$ cat config.mk
export PLATFORM = sky130hd
export DESIGN_NAME = dma_page_seq
export DESIGN_NICKNAME = d
export VERILOG_FILES = /design/src/rtl/dma_page_seq_pkg.sv /design/src/rtl/dma_addr_ctr.sv /design/src/rtl/dma_xfer_cnt.sv /design/src/rtl/dma_phys_map.sv /design/src/rtl/dma_page_seq.sv
export SDC_FILE = /design/constraint.sdc
export NUM_CORES = 1
export LEC_CHECK = 0
export ABC_AREA = 1
export BUFFER_PORTS_ARGS = -buffer_cell sky130_fd_sc_hd__buf_4
export CORE_ASPECT_RATIO = 1.4
export CORE_UTILIZATION = 50
export CTS_BUF_LIST = sky130_fd_sc_hd__clkbuf_8
export DETAILED_ROUTE_END_ITERATION = 10
export HOLD_SLACK_MARGIN = 0.06
export PLACE_DENSITY_LB_ADDON = 0.05
export REMOVE_ABC_BUFFERS = 1
export SYNTH_ARGS = -nofsm -noshare
export SYNTH_HDL_FRONTEND = slang
export SYNTH_SLANG_ARGS = --single-unit
$ cat constraint.sdc
create_clock -name clk_i -period 2.29 [get_ports clk_i]
set_input_delay 0.1145 -clock clk_i [delete_from_list [all_inputs] [get_ports clk_i]]
set_output_delay 0.1145 -clock clk_i [all_outputs]
set_load 0.01 [all_outputs]
$ cat src/rtl/dma_page_seq_pkg.sv
package dma_page_seq_pkg;
  typedef enum logic {XFER_BYTE = 1'b0, XFER_WORD = 1'b1} xfer_mode_e;

  function automatic logic [1:0] lane_enables(xfer_mode_e mode, logic addr_lsb);
    if (mode == XFER_WORD) return 2'b11;
    return addr_lsb ? 2'b10 : 2'b01;
  endfunction
endpackage

$ cat src/rtl/dma_addr_ctr.sv
module dma_addr_ctr #(
  parameter int AW = 16
) (
  input  logic          clk_i,
  input  logic          rst_ni,
  input  logic          load_i,
  input  logic [AW-1:0] load_val_i,
  input  logic          step_i,
  input  logic          reload_i,
  output logic [AW-1:0] addr_o
);
  logic [AW-1:0] base_q, cur_q;

  always_ff @(posedge clk_i or negedge rst_ni) begin
    if (!rst_ni) begin
      base_q <= '0;
      cur_q  <= '0;
    end else if (load_i) begin
      base_q <= load_val_i;
      cur_q  <= load_val_i;
    end else if (reload_i) begin
      cur_q  <= base_q;
    end else if (step_i) begin
      cur_q  <= cur_q + AW'(1); // wraps inside the window
    end
  end

  assign addr_o = cur_q;
endmodule

$ cat src/rtl/dma_xfer_cnt.sv
module dma_xfer_cnt #(
  parameter int CW = 16
) (
  input  logic          clk_i,
  input  logic          rst_ni,
  input  logic          load_i,
  input  logic [CW-1:0] load_val_i,
  input  logic          step_i,
  input  logic          autoinit_i,
  output logic          last_o,
  output logic          tc_o
);
  logic [CW-1:0] base_q, cur_q;
  logic          tc_q;

  assign last_o = (cur_q == '0);

  always_ff @(posedge clk_i or negedge rst_ni) begin
    if (!rst_ni) begin
      base_q <= '0;
      cur_q  <= '0;
      tc_q   <= 1'b0;
    end else begin
      tc_q <= step_i && last_o;
      if (load_i) begin
        base_q <= load_val_i;
        cur_q  <= load_val_i;
      end else if (step_i) begin
        cur_q  <= (last_o && autoinit_i) ? base_q : cur_q - CW'(1);
      end
    end
  end

  assign tc_o = tc_q;
endmodule

$ cat src/rtl/dma_phys_map.sv
module dma_phys_map
  import dma_page_seq_pkg::*;
#(
  parameter int PW = 8,
  parameter int AW = 16,
  localparam int XW = PW + AW
) (
  input  logic          word_i,
  input  logic [PW-1:0] page_i,
  input  logic [AW-1:0] addr_i,
  output logic [XW-1:0] phys_o,
  output logic [1:0]    byte_en_o
);
  xfer_mode_e mode;
  assign mode = word_i ? XFER_WORD : XFER_BYTE;

  always_comb begin
    if (mode == XFER_WORD) phys_o = {page_i[PW-1:1], addr_i, 1'b0};
    else                   phys_o = {page_i, addr_i};
  end

  assign byte_en_o = lane_enables(mode, addr_i[0]);
endmodule

$ cat src/rtl/dma_page_seq.sv
module dma_page_seq #(
  parameter int PAGE_W = 8,
  parameter int ADDR_W = 16,
  parameter int CNT_W  = 16,
  localparam int PHYS_W = PAGE_W + ADDR_W
) (
  input  logic              clk_i,
  input  logic              rst_ni,
  input  logic              word_mode_i,
  input  logic              autoinit_i,
  input  logic              page_we_i,
  input  logic [PAGE_W-1:0] page_i,
  input  logic              base_addr_we_i,
  input  logic [ADDR_W-1:0] base_addr_i,
  input  logic              count_we_i,
  input  logic [CNT_W-1:0]  count_i,
  input  logic              xfer_done_i,
  output logic [PHYS_W-1:0] phys_addr_o,
  output logic [1:0]        byte_en_o,
  output logic              word_o,
  output logic              active_o,
  output logic              tc_o
);
  logic [PAGE_W-1:0] page_q;
  logic [ADDR_W-1:0] addr;
  logic              mask_q, step, last, reload;

  // count load wins over a coincident transfer
  assign step   = xfer_done_i && !mask_q && !count_we_i;
  assign reload = step && last && autoinit_i;

  always_ff @(posedge clk_i or negedge rst_ni) begin
    if (!rst_ni) begin
      page_q <= '0;
      mask_q <= 1'b1;
    end else begin
      if (page_we_i) page_q <= page_i;
      if (count_we_i)                       mask_q <= 1'b0;
      else if (step && last && !autoinit_i) mask_q <= 1'b1;
    end
  end

  dma_addr_ctr #(.AW(ADDR_W)) u_addr (
    .clk_i      (clk_i),
    .rst_ni     (rst_ni),
    .load_i     (base_addr_we_i),
    .load_val_i (base_addr_i),
    .step_i     (step),
    .reload_i   (reload),
    .addr_o     (addr)
  );

  dma_xfer_cnt #(.CW(CNT_W)) u_cnt (
    .clk_i      (clk_i),
    .rst_ni     (rst_ni),
    .load_i     (count_we_i),
    .load_val_i (count_i),
    .step_i     (step),
    .autoinit_i (autoinit_i),
    .last_o     (last),
    .tc_o       (tc_o)
  );

  dma_phys_map #(.PW(PAGE_W), .AW(ADDR_W)) u_map (
    .word_i    (word_mode_i),
    .page_i    (page_q),
    .addr_i    (addr),
    .phys_o    (phys_addr_o),
    .byte_en_o (byte_en_o)
  );

  assign word_o   = word_mode_i;
  assign active_o = !mask_q;
endmodule

* Word-level counts from Yosys, hierarchy flattened
Cells that the tools add are included.
** Word-level totals
- Flip-flop bits (word level) :: 74
- Output and inout bits :: 29
** Operators by class
- Add/sub/neg operators :: 2
- Reductions and logical operators :: 13
- Multiplexer cells :: 14
** Operators by type and width (count)
- $mux W16 :: 6
- $mux W17 :: 1
- $add A16 B1 Y16 const B :: 1
- $logic_not A16 Y1 :: 1
- $sub A16 B1 Y16 const B :: 1
- $logic_and A1 B1 Y1 :: 6
- $mux W2 :: 3
- $mux W1 :: 4
- $reduce_bool A2 Y1 :: 2
- $logic_not A1 Y1 :: 3
- $reduce_bool A3 Y1 :: 1

* Depth between registers and ports, before layout
Gate-level depths: netlist of run 1.
- Depth in word-level cells :: 7
- Gate-level depth with buffers :: 11

* By module
From an unflattened synthesis of run 1, not the netlist that was laid out.
** Second synthesis, totals
- Cells, all modules :: 639
- Area, all modules :: 4571.9 sq um
** Modules (own cells, without submodules)
- dma_xfer_cnt :: seq. area each 825.8 sq um, cells an instance 279, times used 1, area each 2030.7 sq um
- dma_addr_ctr :: seq. area each 800.8 sq um, cells an instance 252, times used 1, area each 1845.5 sq um
- dma_page_seq :: seq. area each 226.5 sq um, cells an instance 45, times used 1, area each 389.1 sq um
- dma_phys_map :: seq. area each 0.0 sq um, cells an instance 63, times used 1, area each 306.5 sq um

* Worst setup path after synthesis of run 1
No wires, ideal clock.
- Path kind :: register -> register
- Start :: reg u_cnt.cur_q[0]
- End :: reg u_addr.cur_q[4], in the netlist u_addr.addr_o[4]
- Buffers on the path :: 1
- Period minus slack after synthesis :: 1.601 ns
- Data required time :: 2.168 ns
- Arrival time :: 1.480 ns
- Stages on the path, launching flop included :: 11
- Library setup time :: 0.122 ns
- Path slack :: 0.689 ns
- Path through :: dfrtp_1 inv_1 ha_1 nand2_2 nor2_4 nand2_1 nor2_1 buf_4 nand3_1 nand3_1 a21oi_2
** Between the ends
- Longest elaborated chain between the ends :: 5
** Ends and longest elaborated chain
- start: declaration :: line dma_xfer_cnt.sv:13 : logic [CW-1:0] base_q, cur_q;
- start signal: assignment :: line dma_xfer_cnt.sv:27 : cur_q <= load_val_i;
- start signal: assignment :: line dma_xfer_cnt.sv:29 : cur_q <= (last_o && autoinit_i) ? base_q : cur_q - CW'(1);
- $logic_not A16 Y1 (*) :: line dma_xfer_cnt.sv:16 : assign last_o = (cur_q == '0);
- $logic_and A1 B1 Y1 (*) (2 in a row) :: line dma_page_seq.sv:30 : assign reload = step && last && autoinit_i;
- $mux W16 :: line dma_addr_ctr.sv:21 : end else if (reload_i) begin
- $mux W16 :: line dma_addr_ctr.sv:18 : end else if (load_i) begin
- end signal: assignment :: line dma_addr_ctr.sv:20 : cur_q <= load_val_i;
- end signal: assignment :: line dma_addr_ctr.sv:22 : cur_q <= base_q;
- end signal: assignment :: line dma_addr_ctr.sv:24 : cur_q <= cur_q + AW'(1);
- end: declaration :: line dma_addr_ctr.sv:12 : logic [AW-1:0] base_q, cur_q;
Mark *: on every way between the ends. The rest lies on a longest branch, timed or not.
A chain may end at the register's enable or synchronous reset.

* Final worst setup path of run 1
- Start :: reg u_cnt.cur_q[0]
- End :: reg u_addr.cur_q[13], in the netlist u_addr.addr_o[13]
The elaborated chain is that of the path after synthesis.

==> flow_summary.yaml, run 1 <==
synthesis:
  yosys.area_share.adder_pct: 0.5701
  avgSynthCellArea_um2: 7.231
  synth_cells: 607
  yosysWarnings: 0
  synth_top_family_by_area: "simple AND/OR/NAND/NOR gates"
  yosys.area.top_type_share_pct: 41.62
  ys_types: 28
  yosysTopAreaCell: "dfrtp_1"
  synth_area_leaders: "dfrtp_1, nand2_1, a21oi_1, nand3_1, nor2_1"
  synth-seq-cells: 74
  synth_mux_area_share_pct: 1.796
  syn_area_um2: 4389
  synth_compound_area_share_pct: 12.03
  synth-simple-area-share_pct: 30.62
  synth_xor_area_share_pct: 2.794
  ys_seq_area_share_pct: 42.22
die:
  initial_core_util_pct: 51.29
  core_um2: 8558
  dieArea_um2: 9163
  die_h_um: 112.9
  io_pins: 77
  die_x_um: 81.19
  num_rows: 40
clocking:
  cts_max_path_buffers: 2
  cts_made_buffers: 9
  cts_sinks: 74
  insertion_delay_ns: 0.37
  post_cts_buffers: 0
  cts_tree: "done"
  clkTransAtPathRegs_ns: 0.08
  clockRootBuffer: "clkbuf_8"
  htree_levels: 3
layout:
  final_cell_area_um2: 5594
  nets: 760
  diodes: 0
  drive_above_1_share_pct: 16.92
  final_cell_mix: "nand2_1, buf_4, dfrtp_1"
  layout_commonest_cell: "nand2_1"
  area_delta_synth_final_pct: 27.45
setup_path:
  crit_top_cell: "nand2_1"
  crit_type: "register to register"
  crit_slowest_cell: "dfrtp_1"
  cp.required_ns: 2.55
  ff2ff_setup_slack_ns: 0.37
  critPathArrivalTime_ns: 2.18
  slowest_delay_ns: 0.40
  path_max_fanout: 17
  r2r_cells: 9
  rr_endpoint: "u_addr.addr_o[13]$_DFFE_PN0P_"
  crit_cells: 9
  r2r-start: "u_cnt.cur_q[0]$_DFFE_PN0P_"
  worstSetupEndpointType: "register"
  critPathLaunchType: "register"
  critPathTopFamily: "simple AND/OR/NAND/NOR gates"
  crit_start: "u_cnt.cur_q[0]$_DFFE_PN0P_"
  cp_cell_sequence: "inv_1 > ha_1 > nand2_2 > nor2_4 > nand4_4 > nand2_1 > nand2_1 > nand2_1 > a21oi_1"
  critPathCapture: "u_addr.addr_o[13]$_DFFE_PN0P_"
  crit_buf_inv: 1
place:
  dp_hpwl_um: 7617
  port_buffers: 76
  finalWeightedCongestion: 0.8571
  dpl-instance-area_um2: 4940
timing:
  final_max_slew_viol_count: 0
  rsz0062_at_grt: "false"
  worst_slew_pin_slew_ns: 0.5531
  fin_skew_ns: 0.01099
  fin_setup_tns_ns: 0
  period_share_pct: 83.67
  setup_viol: 0
  fmaxAchievable_ghz: 0.5219
  slew_headroom_pct: 63.08
  hold_viol_final: 0
  fin_crit_ns: 1.916
grt:
  track_usage_pct: 27.77
  gr-usage-met3_pct: 5.323
  grt_pass1_vias: 4231
  busiest_layer: "met2"
  overflow: 0
  antenna_found_initial: 0
  grt_pass1_wl_um: 19420
  gr-usage-met2_pct: 48.80
  use_met1_pct: 32.27
  grt_max_degree: 44
route:
  ant_nets: 0
  drc: 0
  wire_per_inst_um: 13.88
  vias_per_cell: 5.179
  via_count: 4247
  drt_wl_total_um: 11380
  dr.first_iter.drc_count: 292
  first_pass_iters: 5
power_and_ir_drop:
  p_leak_nw: 2.766
  finalPower_mw: 3.612
  power.density_nw_per_um2: 645.6
  peakVddDrop_mv: 0.5135
job:
  drv_cap: 0
run_status:
  status: "finished clean"
min_path:
  hold_class: "primary input to register"
## worst register-to-register path, stage by stage, from the launching register on
cell	delay (ns)
dfrtp_1	0.40
inv_1	0.10
ha_1	0.20
nand2_2	0.14
nor2_4	0.20
nand4_4	0.28
nand2_1	0.25
nand2_1	0.09
nand2_1	0.08
a21oi_1	0.06
## metrics by stage
step | hold slack, ns | setup slack [ns] | utilization [%] | cells
after global routing | 0.07781 | 0.1938 | 65.37 | 820
final | 0.08098 | 0.3740 | 65.37 | 820
after CTS | 0.07231 | 0.3758 | 65.37 | 820
after detailed placement | 0.09991 | 0.3890 | 57.72 | 760
after floorplan | -0.1811 | 0.5066 | - | 572
after global placement | 0.09625 | 0.4281 | 57.72 | 760
## metal layers
layer | up-vias | wire length, um
met1 | 1974 | 4740
met4 | 0 | 274
met3 | 24 | 408
met2 | 106 | 5954
li1 | 2143 | -
met5 | - | 0
## area by class of cell
type | instances | area [um2]
fill | 782 | 2964
inverter | 59 | 221.5
timing repair buffer | 127 | 1076
clock buffer | 12 | 165.2
tap | 105 | 131.4
clock inverter | 4 | 48.80
sequential | 74 | 1853
multi-input combinational | 439 | 2098
## how the worst min path moves through the flow
stage,slack (ns),cells after the start,endpoint,from
after floorplan,-0.18,0,page_q[0]$_DFFE_PN0P_,rst_ni
after global placement,0.1,1,u_addr.base_q[12]$_DFFE_PN0P_,rst_ni
after detailed placement,0.1,1,u_addr.base_q[12]$_DFFE_PN0P_,rst_ni
after CTS,0.07,2,page_q[1]$_DFFE_PN0P_,page_we_i
after global routing,0.08,2,page_q[5]$_DFFE_PN0P_,page_we_i
final,0.08,2,page_q[1]$_DFFE_PN0P_,page_we_i
## cell usage after synthesis
| master | n |
|---|---|
| buf_2 | 7 |
| nor2_4 | 4 |
| dlygate4sd1_1 | 1 |
| xor2_1 | 9 |
| nand2_1 | 173 |
| nand4_4 | 2 |
| nor3_1 | 4 |
| mux2_2 | 7 |
| buf_6 | 4 |
| nand3b_1 | 3 |
| nor2_1 | 62 |
| nand4_1 | 4 |
| o21ai_0 | 46 |
| o32ai_1 | 1 |
| dfrtp_1 | 73 |
| xnor2_1 | 5 |
| nor2_2 | 2 |
| a21oi_2 | 1 |
| dfstp_2 | 1 |
| ha_1 | 2 |
| inv_1 | 55 |
| nand2_2 | 3 |
| clkbuf_1 | 12 |
| buf_4 | 11 |
| inv_2 | 2 |
| clkinv_1 | 2 |
| nand3_1 | 55 |
| a21oi_1 | 56 |
## kinds of logic after synthesis
family | Yosys count
and+or+nand+nor | 312
adders and majority gates | 2
xor gates and xnor gates | 14
AOI/OAI and AO/OA | 104
DFF | 74
buffers and inverters | 94
muxes | 7
## registers in the layout (all words and copies together), names as in the netlist
name           flops
mask_q             1
page_q             8
u_addr.addr_o     16
u_addr.base_q     16
u_cnt.base_q      16
u_cnt.cur_q       16
u_cnt.tc_o         1
## timing repair
action,in CTS,in global routing
endpoints found under the hold margin,97,0
resized for setup,0,0
hold buffers,44,0
## power breakdown
part	switching, mW	total (mW)	leakage (nW)	internal, mW
Sequential	0.143	1.60	0.875	1.46
Combinational	0.501	0.912	1.78	0.412
Clock	0.508	1.10	0.112	0.591
Total	1.15	3.61	2.77	2.46
Note: power is estimated with default switching activity, not from simulation.
==> run 2: changes to the inputs <==
- clock period: 2.29 -> 1.6 ns (I/O delays scaled with it)
==> flow_summary.yaml, run 2 (synthesis results as in run 1) <==
run_status:
  status: "finished, violations left"
  violations: "negative setup slack"
route:
  vias_per_cell: 5.278
  ant_nets: 0
  top_layer_used: "met4"
  wire_per_inst_um: 14.25
  first_pass_iters: 5
  via_count: 4655
  wl_met1_um: 4927
  wl_met2_um: 6704
  drt_wl_total_um: 12570
  wl_met3_um: 504
  dr.first_iter.drc_count: 246
  drc: 0
setup_path:
  cp_cell_sequence: "inv_2 > ha_4 > nand2_4 > nor2_4 > nand2_2 > nor2_4 > buf_6 > nand3_2 > nand3_2 > a21oi_2"
  r2r_cells: 10
  crit_start: "u_cnt.cur_q[0]$_DFFE_PN0P_"
  crit_type: "register to register"
  critPathTopFamily: "simple AND/OR/NAND/NOR gates"
  slowest_delay_ns: 0.41
  crit_cells: 10
  r2r-start: "u_cnt.cur_q[0]$_DFFE_PN0P_"
  rr_endpoint: "u_addr.addr_o[2]$_DFFE_PN0P_"
  cp.required_ns: 1.84
  critPathLaunchType: "register"
  worstSetupEndpointType: "register"
  crit_slowest_cell: "dfrtp_1"
  ff2ff_setup_slack_ns: -0.05
  critPathArrivalTime_ns: 1.89
  path_max_fanout: 6
  crit_buf_inv: 2
power_and_ir_drop:
  power_switching_mw: 1.812
  peakVddDrop_mv: 0.7359
  p_clk_share_pct: 32.0
  p_sw_share_pct: 30.57
  p_int_mw: 4.117
  p_leak_nw: 3.166
  pwr-share-seq_pct: 38.1
  power.density_nw_per_um2: 911.3
  pwr-share-comb_pct: 30.0
timing:
  final_max_slew_viol_count: 0
  fmaxAchievable_ghz: 0.6070
  setup_viol: 14
  setup_ws_ns: -0.04754
  fin_crit_ns: 1.648
  holdWs_ns: 0.1292
  rsz0062_at_grt: "true"
  period_share_pct: 103.0
  slew_headroom_pct: 66.14
  hold_viol_final: 0
  fin_skew_ns: 0.005695
  worst_slew_pin_slew_ns: 0.5048
die:
  die_h_um: 112.9
  num_rows: 40
  core_um2: 8558
  io_pins: 77
  die_x_um: 81.19
  initial_core_util_pct: 51.29
  dieArea_um2: 9163
place:
  port_buffers: 76
  dp_slack_ns: -0.1061
  dp_hpwl_um: 8081
  finalWeightedCongestion: 0.8806
layout:
  fillCellCount: 646
  drive_above_1_share_pct: 32.56
  final_cell_mix: "nand2_1, buf_4, dfrtp_1"
  final_util_pct: 76.02
  diodes: 0
  area_delta_synth_final_pct: 48.23
  layout_commonest_cell: "nand2_1"
  seq_area_um2: 1853
  multi_input_area_um2: 2441
  nets: 823
clocking:
  clkTransAtPathRegs_ns: 0.08
  cts_tree: "done"
  htree_levels: 3
  cts_sinks: 74
  insertion_delay_ns: 0.36
  cts_max_path_buffers: 2
  clockRootBuffer: "clkbuf_8"
  cts_made_buffers: 9
min_path:
  hold_path_depth: 2
  hold_class: "primary input to register"
  worstHoldStart: "autoinit_i"
  whs_endpoint: "mask_q$_DFFE_PN1P_"
grt:
  grt_pass1_vias: 4492
  grt_max_degree: 45
  track_usage_pct: 28.58
  grt_pass1_wl_um: 20140
  antenna_found_initial: 0
  overflow: 0
job:
  drv_cap: 0
-- run 2: changes by cell type in the layout (fill, tap and decap cells not counted), sizes merged --
cell         delta
dlygate4sd3     +6
buf            +56
nand4           +1
bufinv          +3
clkbuf          -3
clkinv          -1
-- run 2: what timing repair did --
item,4_1_cts,5_1_grt
setup endpoints to repair,29,32
resized for setup,22,78
gates cloned,2,0
hold buffers,50,0
setup buffers,6,6
pin swaps,9,33
hold endpoints to repair,131,0
-- run 2: area by class of cell --
class,count,area share [%]
Clock buffer,9,1.904
Clock inverter,6,2.000
Inverter,59,3.481
Multi-Input combinational cell,440,37.52
Sequential cell,74,28.48
Tap cell,105,2.019
Timing Repair Buffer,189,24.60
-- run 2: power by group through the flow --
stage	clock network, mW	logic (mW)	registers [mW]
global route	2.02	1.96	2.28
detailed placement	0	1.42	2.28
global placement	0	1.40	2.27
floorplan	0	0.723	2.28
CTS	1.94	1.58	2.25
finish	1.90	1.78	2.26
-- run 2: worst max path at each step --
stage,slack (ns),endpoint
floorplan,-0.18,u_addr.addr_o[4]$_DFFE_PN0P_
CTS,0.002,u_cnt.cur_q[11]$_DFFE_PN0P_
detailed placement,-0.11,u_addr.addr_o[15]$_DFFE_PN0P_
finish,-0.05,u_addr.addr_o[2]$_DFFE_PN0P_
global placement,-0.0006,u_addr.addr_o[14]$_DFFE_PN0P_
global route,-0.13,u_addr.addr_o[1]$_DFFE_PN0P_
-- run 2: per-stage QoR --
| step | setup TNS [ns] | total power, mW | cells | area (um2) |
|---|---|---|---|---|
| final | -0.3889 | 5.929 | 882 | 6506 |
| after global routing | -2.354 | 6.267 | 882 | 6506 |
| after floorplan | -1.983 | 3.000 | 572 | 4173 |
| after global placement | -0.0005570 | 3.664 | 803 | 5288 |
| after detailed placement | -1.547 | 3.699 | 803 | 5288 |
| after CTS | 0 | 5.768 | 876 | 6161 |
-- run 2: layer usage --
layer  vias to the layer above  GRT usage, %
met5                         -             0
met4                         0         11.07
met3                        41         4.919
met2                       140         51.76
met1                      2203         32.53
li1                       2271             -
